<file path="config.mk">
export PLATFORM = sky130hd
export DESIGN_NAME = link_pm_ctrl
export DESIGN_NICKNAME = d
export VERILOG_FILES = /design/src/rtl/link_pm_pkg.sv /design/src/rtl/lpm_idle_cnt.sv /design/src/rtl/lpm_recov_tmr.sv /design/src/rtl/lpm_state_fsm.sv /design/src/rtl/link_pm_ctrl.sv
export SDC_FILE = /design/constraint.sdc
export NUM_CORES = 1
export LEC_CHECK = 0
export CORE_ASPECT_RATIO = 0.9
export CORE_UTILIZATION = 45
export CTS_CLUSTER_DIAMETER = 50
export CTS_CLUSTER_SIZE = 24
export DETAILED_ROUTE_END_ITERATION = 16
export GPL_TIMING_DRIVEN = 0
export PLACE_DENSITY_LB_ADDON = 0.12
export SYNTH_ARGS = -nofsm -noshare
export SYNTH_HDL_FRONTEND = slang
export SYNTH_SLANG_ARGS = --single-unit
export TNS_END_PERCENT = 1
</file>
<file path="constraint.sdc">
create_clock -name clk -period 1.75 [get_ports clk]
set_input_delay 0.35 -clock clk [delete_from_list [all_inputs] [get_ports clk]]
set_output_delay 0.35 -clock clk [all_outputs]
set_load 0.05 [all_outputs]
</file>
<file path="src/rtl/link_pm_pkg.sv">
package link_pm_pkg;

  typedef enum logic [2:0] {
    LS_L0     = 3'd0,
    LS_L0S    = 3'd1,
    LS_L1     = 3'd2,
    LS_L23RDY = 3'd3,
    LS_L2L3   = 3'd4,
    LS_RECOV  = 3'd5
  } lstate_e;

  localparam logic [2:0] DEV_D0    = 3'd0;
  localparam logic [2:0] DEV_D3HOT = 3'd3;

  function automatic logic dev_is_cold(input logic [2:0] d);
    return d >= 3'd4;
  endfunction

endpackage

</file>
<file path="src/rtl/lpm_idle_cnt.sv">
module lpm_idle_cnt #(
  parameter int L0S_IDLE = 16,
  parameter int L1_IDLE  = 64
) (
  input  logic clk,
  input  logic rst_n,
  input  logic cnt_en,
  input  logic tx_pending,
  output logic l0s_hit,
  output logic l1_hit
);
  localparam int W = $clog2(L1_IDLE + 1);
  localparam logic [W-1:0] MAXV = W'(L1_IDLE);
  localparam logic [W-1:0] L0S_LAST = W'(L0S_IDLE - 1);
  localparam logic [W-1:0] L1_LAST  = W'(L1_IDLE - 1);

  logic [W-1:0] cnt_q, cnt_d;
  logic         cnt_upd;

  always_comb begin
    if (!cnt_en || tx_pending) cnt_d = '0;
    else if (cnt_q != MAXV)    cnt_d = cnt_q + 1'b1;
    else                       cnt_d = cnt_q;
    cnt_upd = (cnt_d != cnt_q);
  end

  always_ff @(posedge clk or negedge rst_n) begin
    if (!rst_n)       cnt_q <= '0;
    else if (cnt_upd) cnt_q <= cnt_d;
  end

  assign l0s_hit = cnt_en && !tx_pending && (cnt_q >= L0S_LAST);
  assign l1_hit  = cnt_en && !tx_pending && (cnt_q >= L1_LAST);

endmodule

</file>
<file path="src/rtl/lpm_recov_tmr.sv">
module lpm_recov_tmr #(
  parameter int RECOV_CYC = 4
) (
  input  logic clk,
  input  logic rst_n,
  input  logic in_recov,
  output logic done
);
  localparam int W = (RECOV_CYC < 2) ? 1 : $clog2(RECOV_CYC + 1);
  localparam logic [W-1:0] LAST = W'(RECOV_CYC - 1);

  logic [W-1:0] cnt_q, cnt_d;
  logic         cnt_upd;

  always_comb begin
    if (!in_recov)          cnt_d = '0;
    else if (cnt_q != LAST) cnt_d = cnt_q + 1'b1;
    else                    cnt_d = cnt_q;
    cnt_upd = (cnt_d != cnt_q);
  end

  always_ff @(posedge clk or negedge rst_n) begin
    if (!rst_n)       cnt_q <= '0;
    else if (cnt_upd) cnt_q <= cnt_d;
  end

  assign done = in_recov && (cnt_q == LAST);

endmodule

</file>
<file path="src/rtl/lpm_state_fsm.sv">
module lpm_state_fsm
  import link_pm_pkg::*;
(
  input  logic       clk,
  input  logic       rst_n,
  input  logic [1:0] aspm_ctl,
  input  logic [2:0] dev_state,
  input  logic       tx_pending,
  input  logic       rx_l1_req,
  input  logic       turnoff_req,
  input  logic       l0s_hit,
  input  logic       l1_hit,
  input  logic       recov_done,
  output lstate_e    st_q,
  output logic       ack_pos,
  output logic       ack_neg,
  output logic       tx_l1_req,
  output logic       turnoff_ack
);
  lstate_e st_d;
  logic    ackp_d, ackn_d, txreq_d, toack_d;
  logic    dev_nd0_q, dev_nd0_d;
  logic    answerable;

  assign dev_nd0_d  = (dev_state != DEV_D0);
  assign answerable = (st_q != LS_L23RDY) && (st_q != LS_L2L3);

  always_comb begin
    st_d    = st_q;
    ackp_d  = 1'b0;
    ackn_d  = 1'b0;
    txreq_d = 1'b0;
    toack_d = 1'b0;
    if (rx_l1_req && answerable) begin
      ackp_d = aspm_ctl[1];
      ackn_d = !aspm_ctl[1];
    end
    if (dev_is_cold(dev_state)) begin
      st_d = LS_L2L3;
    end else if (dev_nd0_d) begin
      case (st_q)
        LS_L0, LS_L0S, LS_RECOV: st_d = LS_L1;
        LS_L1: begin
          if (dev_state == DEV_D3HOT && turnoff_req) begin
            st_d    = LS_L23RDY;
            toack_d = 1'b1;
          end
        end
        default: st_d = st_q;
      endcase
    end else begin
      case (st_q)
        LS_L0, LS_L0S: begin
          if (rx_l1_req && aspm_ctl[1]) begin
            st_d = LS_L1;
          end else if (l1_hit && aspm_ctl[1]) begin
            st_d    = LS_L1;
            txreq_d = 1'b1;
          end else if (st_q == LS_L0S && tx_pending) begin
            st_d = LS_L0;
          end else if (st_q == LS_L0 && l0s_hit && aspm_ctl[0]) begin
            st_d = LS_L0S;
          end
        end
        LS_L1: if (tx_pending || dev_nd0_q) st_d = LS_RECOV;
        LS_L23RDY, LS_L2L3: st_d = LS_RECOV;
        LS_RECOV: if (recov_done) st_d = LS_L0;
        default: st_d = LS_L0;
      endcase
    end
  end

  always_ff @(posedge clk or negedge rst_n) begin
    if (!rst_n) begin
      st_q        <= LS_L0;
      dev_nd0_q   <= 1'b0;
      ack_pos     <= 1'b0;
      ack_neg     <= 1'b0;
      tx_l1_req   <= 1'b0;
      turnoff_ack <= 1'b0;
    end else begin
      st_q        <= st_d;
      dev_nd0_q   <= dev_nd0_d;
      ack_pos     <= ackp_d;
      ack_neg     <= ackn_d;
      tx_l1_req   <= txreq_d;
      turnoff_ack <= toack_d;
    end
  end

endmodule

</file>
<file path="src/rtl/link_pm_ctrl.sv">
module link_pm_ctrl
  import link_pm_pkg::*;
#(
  parameter int L0S_IDLE  = 16,
  parameter int L1_IDLE   = 64,
  parameter int RECOV_CYC = 4
) (
  input  logic       clk,
  input  logic       rst_n,
  input  logic [1:0] aspm_ctl,
  input  logic [2:0] dev_state,
  input  logic       tx_pending,
  input  logic       rx_l1_req,
  input  logic       turnoff_req,
  output logic [2:0] link_state,
  output logic       tx_allowed,
  output logic       ack_pos,
  output logic       ack_neg,
  output logic       tx_l1_req,
  output logic       turnoff_ack
);
  lstate_e st;
  logic    idle_en, in_recov, l0s_hit, l1_hit, recov_done;

  assign idle_en  = (st == LS_L0) || (st == LS_L0S);
  assign in_recov = (st == LS_RECOV);

  lpm_idle_cnt #(.L0S_IDLE(L0S_IDLE), .L1_IDLE(L1_IDLE)) u_idle (
    .clk(clk), .rst_n(rst_n), .cnt_en(idle_en), .tx_pending(tx_pending),
    .l0s_hit(l0s_hit), .l1_hit(l1_hit)
  );

  lpm_recov_tmr #(.RECOV_CYC(RECOV_CYC)) u_recov (
    .clk(clk), .rst_n(rst_n), .in_recov(in_recov), .done(recov_done)
  );

  lpm_state_fsm u_fsm (
    .clk(clk), .rst_n(rst_n), .aspm_ctl(aspm_ctl), .dev_state(dev_state),
    .tx_pending(tx_pending), .rx_l1_req(rx_l1_req), .turnoff_req(turnoff_req),
    .l0s_hit(l0s_hit), .l1_hit(l1_hit), .recov_done(recov_done),
    .st_q(st), .ack_pos(ack_pos), .ack_neg(ack_neg),
    .tx_l1_req(tx_l1_req), .turnoff_ack(turnoff_ack)
  );

  assign link_state = st;
  assign tx_allowed = (st == LS_L0);

endmodule

</file>
==> flow_summary.ini, run 1 <==
[power]
powerDensity_mw_per_mm2 = 822
seq_power_share_pct = 45.1
switching_share_pct = 36.5
power_switching_w = 0.000382
pwr-share-clk_pct = 21.4
peakVddDrop_mv = 0.556
combPwrFrac_pct = 33.5
p_leak_nw = 0.563
p_int_w = 0.000664

[critical_path]
max_stage_delay_ns = 0.43
cp.arrival_ns = 2.05
r2r_cells = 5
worst_path_max_delay_cell = or3_4
crit_chain = or3_4 -> nor3b_4 -> a211oi_2 -> a21oi_4 -> mux2_4
critPathRequiredTime_ns = 1.95
crit_path_end_kind = flop
critical_path.max_fanout = 5
cp-start-kind = flop
worstSetupPathType = flop to flop

[routing]
num_vias = 806
wl_met3_um = 100
dr.first_iter.drc_count = 19
viasPerCell = 5.56
routed.top_layer = met4
routed_wl_mm = 2.10
wl_per_cell_um = 14.5
wl_met2_mm = 1.02
final_antenna_net_count = 0
route.detailed.drc = 0
wl_met1_um = 967
firstDrtPassIters = 4

[floorplan]
start_util_pct = 50.3
fp-row-count = 15
io_pins = 18
dieWidth_um = 52.2
core-area_sq_mm = 0.00203
die_area_sq_mm = 0.00246
fp.dieH_um = 47.2

[timing]
finalSetupViolCount = 3
finalCritPeriodShare_pct = 105
timing.final.hold_violations = 0
slew_headroom_pct = 44.3
fin_tns_setup_ns = -0.254
worst_slew_pin_slew_ns = 0.833
grt_setup_unrepaired = yes
fmax_mhz = 542
finClkSkew_ns = 0.00958
min_period_ns = 1.84
drv_slew = 0
fin_ws_ns = -0.0937

[synth]
avgSynthCellArea_sq_um = 10.4
synth_top_family_by_area = simple AND/OR/NAND/NOR gates
synth_compound_area_share_pct = 13.1
syn_nets = 111
yosysWarnings = 0
synth_xor_area_share_pct = 6.01
synth_adder_area_share_pct = 3.68
synthMuxAreaShare_pct = 4.91
ys_ff_latch = 18
syn_inst = 98
synth_area_sq_mm = 0.00102
ys_types = 42
yosys.area_share.simple_pct = 25.6
ys_seq_area_share_pct = 44.2

[worst_hold_path]
min_path_type = input port to async pin

[clock_tree]
clk_latency_ns = 0.31
hold_buffers = 0
cts.clk_slew.worst_paths_ns = 0.11
clk_path_buf_depth = 2
cts_tree = done
htreeDepth = 1
clock_sinks = 18
cts_buffers = 3
cts_root_buffer = clkbuf_4

[cells_and_area]
drive_above_1_share_pct = 24.2
multi_input_area_sq_um = 568
diodes = 0
final-seq-area_sq_um = 457
area_growth_pct = 24.8
final_common_cell = dfrtp_1
fin_nets = 134
mostFrequentLayoutCells = 13 x dfrtp_1, 12 x nor2_1, 8 x clkdlybuf4s50_1, 8 x dlygate4sd2_1, 6 x nand2_1
n_fill_cell = 175

[global_route]
grt.overflow.total = 0
grt_usage_pct = 19.2
grt_max_degree = 19
grt_pass1_wl_mm = 3.35
antenna_found_initial = 0
grt_pass1_vias = 731

[place]
port_buffers = 17
finalWeightedCongestion = 0.836
dpl.hpwl_mm = 1.56
place_ws_ns = -0.541

[flow_run]
drv_cap = 0

[run_status]
violations = negative setup slack
status = complete, but fails checks
==> cells by family after synthesis <==
kind of cell | after synthesis
and+or+nand+nor | 45
adders and majority gates | 3
xor gates and xnor gates | 7
buffers and inverters | 6
muxes | 4
AOI/OAI and AO/OA | 15
DFF | 18
==> through the flow <==
stage	cell area (sq um)	total power, W	utilization, %	cells	hold WS, ns
2_1_floorplan	1030	0.000716	-	98	0.0544
3_3_place_gp	1230	0.000829	60.7	140	0.507
3_5_place_dp	1230	0.000835	60.7	140	0.536
4_1_cts	1250	0.00104	61.8	144	0.524
5_1_grt	1270	0.00109	62.8	145	0.581
6_report	1270	0.00105	62.8	145	0.511
==> state kept, by name (all words and copies together) (netlist names) <==
| register | cells |
|---|---|
| u_idle.cnt_q | 7 |
| u_fsm.st_q | 3 |
| u_recov.cnt_q | 3 |
| u_fsm.ack_neg | 1 |
| u_fsm.ack_pos | 1 |
| u_fsm.dev_nd0_q | 1 |
| u_fsm.turnoff_ack | 1 |
| u_fsm.tx_l1_req | 1 |
==> synth_stat cells <==
master | n | area (sq um)
nand2_1 | 6 | 22.5
nor3_2 | 1 | 10.0
dfrtp_1 | 18 | 450
nor3b_1 | 4 | 30.0
nand2b_1 | 1 | 6.26
o41ai_1 | 1 | 8.76
or2_2 | 1 | 6.26
and3_1 | 1 | 6.26
a21o_1 | 1 | 7.51
nor3b_4 | 1 | 18.8
a211oi_2 | 1 | 12.5
buf_2 | 2 | 10.0
nand3_1 | 5 | 25.0
o2111ai_1 | 1 | 8.76
o21bai_4 | 1 | 18.8
nand2b_2 | 1 | 8.76
a21boi_0 | 1 | 7.51
nor2b_1 | 2 | 12.5
a22oi_1 | 1 | 7.51
nand4b_1 | 1 | 8.76
nor3_1 | 3 | 15.0
nor4b_1 | 1 | 8.76
or3_4 | 1 | 11.3
or2_1 | 1 | 6.26
o21ai_0 | 2 | 10.0
nor2_1 | 12 | 45.0
xnor2_1 | 2 | 17.5
inv_1 | 3 | 11.3
mux2_4 | 2 | 30.0
xor2_1 | 5 | 43.8
o21bai_1 | 1 | 7.51
a21oi_1 | 1 | 5.00
mux2i_1 | 2 | 20.0
and2_1 | 1 | 6.26
inv_2 | 1 | 3.75
ha_1 | 3 | 37.5
nand3b_1 | 1 | 7.51
o22ai_1 | 1 | 6.26
a21oi_2 | 1 | 8.76
a21oi_4 | 1 | 16.3
a2bb2oi_1 | 1 | 8.76
nor4_1 | 1 | 6.26
==> power groups by stage <==
stage	Combinational (W)	Clock [W]	Sequential, W
floorplan	0.000173	0	0.000543
global placement	0.000351	0	0.000478
detailed placement	0.000356	0	0.000479
CTS	0.000344	0.000229	0.000471
global route	0.000373	0.000247	0.000475
finish	0.000350	0.000224	0.000472
==> worst paths after layout <==
check                                               end                    startpoint  slack (ns)
min                           u_fsm.dev_nd0_q$_DFF_PN0_                         rst_n        0.51
max                           u_fsm.st_q[2]$_DFFE_PN0P_     u_fsm.st_q[1]$_DFFE_PN0P_       -0.09
max reg2reg                   u_fsm.st_q[2]$_DFFE_PN0P_     u_fsm.st_q[1]$_DFFE_PN0P_       -0.09
min in group clk           u_recov.cnt_q[1]$_DFFE_PN0P_  u_recov.cnt_q[1]$_DFFE_PN0P_        0.55
max in group asynchronous   u_idle.cnt_q[0]$_DFFE_PN0P_                         rst_n        0.66
min reg2reg                u_recov.cnt_q[1]$_DFFE_PN0P_  u_recov.cnt_q[1]$_DFFE_PN0P_        0.55
==> layout make-up <==
| cell class | count | area share [%] |
|---|---|---|
| clock buffers | 4 | 2.06 |
| multi-input cells | 74 | 44.6 |
| plain buffers | 2 | 0.787 |
| flip-flops and latches | 18 | 35.9 |
| repair buffers | 18 | 13.0 |
| inverters | 4 | 1.18 |
| well taps | 25 | 2.46 |
==> worst max-delay path, delay by kind of cell, from the launching register on <==
kind             cells  cell delay, ns
flip-flops           1            0.42
multiplexers         1            0.31
AO/OA/AOI/OAI        2            0.35
AND/OR/NAND/NOR      2            0.66
==> timing repair <==
action	in CTS	in global routing
buffers inserted	0	1
endpoints found under the setup margin	11	4
pin swaps	2	1
resized for setup	12	9
gates cloned	0	0
==> routing by layer <==
layer  vias up  track usage [%]
met5         -                0
met4         0             4.74
met1       394             24.7
met3         4             6.80
li1        387                -
met2        21             31.5
Power figures use the tool's default switching activity.
==> run 2, diff against run 1 <==
MAX_ROUTING_LAYER = met4   (was default)
==> run 2 against run 1 <==
Net effect:
- the run still ends with negative setup slack left
- largest power group unchanged
- cell area unchanged
- via count decreased by 0.25%
- combinational power about the same
==> flow_summary.ini, run 2 (synthesis results as in run 1) <==
[run_status]
status = complete, but fails checks
violations = negative setup slack

[place]
dpl.hpwl_mm = 1.56
port_buffers = 17
finalWeightedCongestion = 0.849
place_ws_ns = -0.541
dp_cells = 140

[global_route]
grt_max_degree = 19
grt.overflow.total = 0
grt_pass1_vias = 735
grt_pass1_wl_mm = 3.35
antenna_found_initial = 0
grt_usage_pct = 19.9

[cells_and_area]
final_common_cell = dfrtp_1
largest-register = u_idle.cnt_q
diodes = 0
reg.largest.list = u_idle.cnt_q (7), u_fsm.st_q (3), u_recov.cnt_q (3)
drive_above_1_share_pct = 24.2
largest_reg_flops = 7
stdcell_count = 145
n_fill_cell = 175
area_growth_pct = 24.8
mostFrequentLayoutCells = 13 x dfrtp_1, 12 x nor2_1, 8 x clkdlybuf4s50_1, 8 x dlygate4sd2_1, 6 x nand2_1
fin_nets = 134
fin_util_pct = 62.8

[routing]
viasPerCell = 5.54
dr.first_iter.drc_count = 19
num_vias = 804
final_antenna_net_count = 0
wl_per_cell_um = 14.5
route.detailed.drc = 0
routed_wl_mm = 2.10
firstDrtPassIters = 4

[clock_tree]
cts_buffers = 3
cts_root_buffer = clkbuf_4
htreeDepth = 1
hold_buffers = 0
cts_tree = done
cts.clk_slew.worst_paths_ns = 0.11
clock_sinks = 18
clk_latency_ns = 0.31
clk_path_buf_depth = 2

[critical_path]
cp-start-kind = flop
critical_path.max_fanout = 5
critPathRequiredTime_ns = 1.95
crit_path_end_kind = flop
reg2reg_slack_ns = -0.09
worstSetupPathType = flop to flop
cp.arrival_ns = 2.05
r2r-start = u_fsm.st_q[1]$_DFFE_PN0P_
worstReg2RegEnd = u_fsm.st_q[2]$_DFFE_PN0P_
r2r_cells = 5

[timing]
fmax_mhz = 542
min_period_ns = 1.84
fin_ws_ns = -0.0936
timing.final.hold_violations = 0
fin_tns_setup_ns = -0.253
finalCritPeriodShare_pct = 105
worst_slew_pin_slew_ns = 0.832
grt_setup_unrepaired = yes
drv_slew = 0
slew_headroom_pct = 44.4
finalSetupViolCount = 3
finClkSkew_ns = 0.00954

[floorplan]
core-area_sq_mm = 0.00203
fp-row-count = 15
die_area_sq_mm = 0.00246
start_util_pct = 50.3
dieWidth_um = 52.2
fp.dieH_um = 47.2
io_pins = 18

[worst_hold_path]
min_path_type = input port to async pin

[power]
seq_power_share_pct = 45.1
pwr-share-clk_pct = 21.4
p_leak_nw = 0.563
peakVddDrop_mv = 0.556
power_switching_w = 0.000382
powerDensity_mw_per_mm2 = 822
switching_share_pct = 36.5
combPwrFrac_pct = 33.5
p_int_w = 0.000664

[flow_run]
drv_cap = 0
[run 2: cell counts in the layout (fill, tap and decap cells not counted)]
Identical to the previous run, type by type.
[run 2: timing repair]
item / 4_1_cts / 5_1_grt
setup buffers: 0 / 1
pin swaps: 2 / 1
endpoints found under the setup margin: 11 / 4
gates resized for setup: 12 / 9
[run 2: worst max-delay path, cell delays in order (launching register included)]
cell and delay, ns:
dfrtp_2 0.42, or3_4 0.43, nor3b_4 0.23, a211oi_2 0.13, a21oi_4 0.22, mux2_4 0.31
[run 2: final cells by class]
| type | instances | area [sq um] | share of cell area (%) |
|---|---|---|---|
| inverters | 4 | 15.0 | 1.18 |
| repair buffers | 18 | 165 | 13.0 |
| multi-input cells | 74 | 568 | 44.6 |
| well taps | 25 | 31.3 | 2.46 |
| plain buffers | 2 | 10.0 | 0.787 |
| flip-flops and latches | 18 | 457 | 35.9 |
| clock buffers | 4 | 26.3 | 2.06 |
[run 2: stage by stage]
stage,power (W),hold slack (ns),area [sq um]
final,0.00105,0.510,1270
after global routing,0.00109,0.581,1270
after CTS,0.00104,0.524,1250
after detailed placement,0.000835,0.536,1230
after global placement,0.000829,0.507,1230
after floorplan,0.000716,0.0544,1030
[run 2: how the worst max path moves through the flow]
stage                                startpoint                         to  slack (ns)  cells past startpoint
finish                u_fsm.st_q[1]$_DFFE_PN0P_  u_fsm.st_q[2]$_DFFE_PN0P_       -0.09                      5
global route                       dev_state[2]  u_fsm.st_q[2]$_DFFE_PN0P_       -0.15                      6
CTS                 u_idle.cnt_q[0]$_DFFE_PN0P_  u_fsm.st_q[2]$_DFFE_PN0P_       -0.10                      6
detailed placement                   tx_pending  u_fsm.st_q[2]$_DFFE_PN0P_       -0.54                      6
global placement                     tx_pending  u_fsm.st_q[1]$_DFFE_PN0P_       -0.52                      6
floorplan             u_fsm.st_q[2]$_DFFE_PN0P_  u_fsm.st_q[1]$_DFFE_PN0P_       -0.12                      5
[run 2: power by group through the flow]
stage	logic, W	registers [W]	clock network, W
floorplan	0.000173	0.000543	0
global placement	0.000351	0.000478	0
detailed placement	0.000356	0.000479	0
CTS	0.000344	0.000471	0.000229
global route	0.000373	0.000475	0.000247
finish	0.000350	0.000472	0.000224
[run 2: routing by layer]
layer  routed length (um)  vias to the layer above  track usage, %
met3                  101                        2            6.80
met5                    0                        -               -
met2                 1020                       21            31.5
met4                   10                        0            4.74
met1                  966                      394            24.7
li1                     -                      387               -
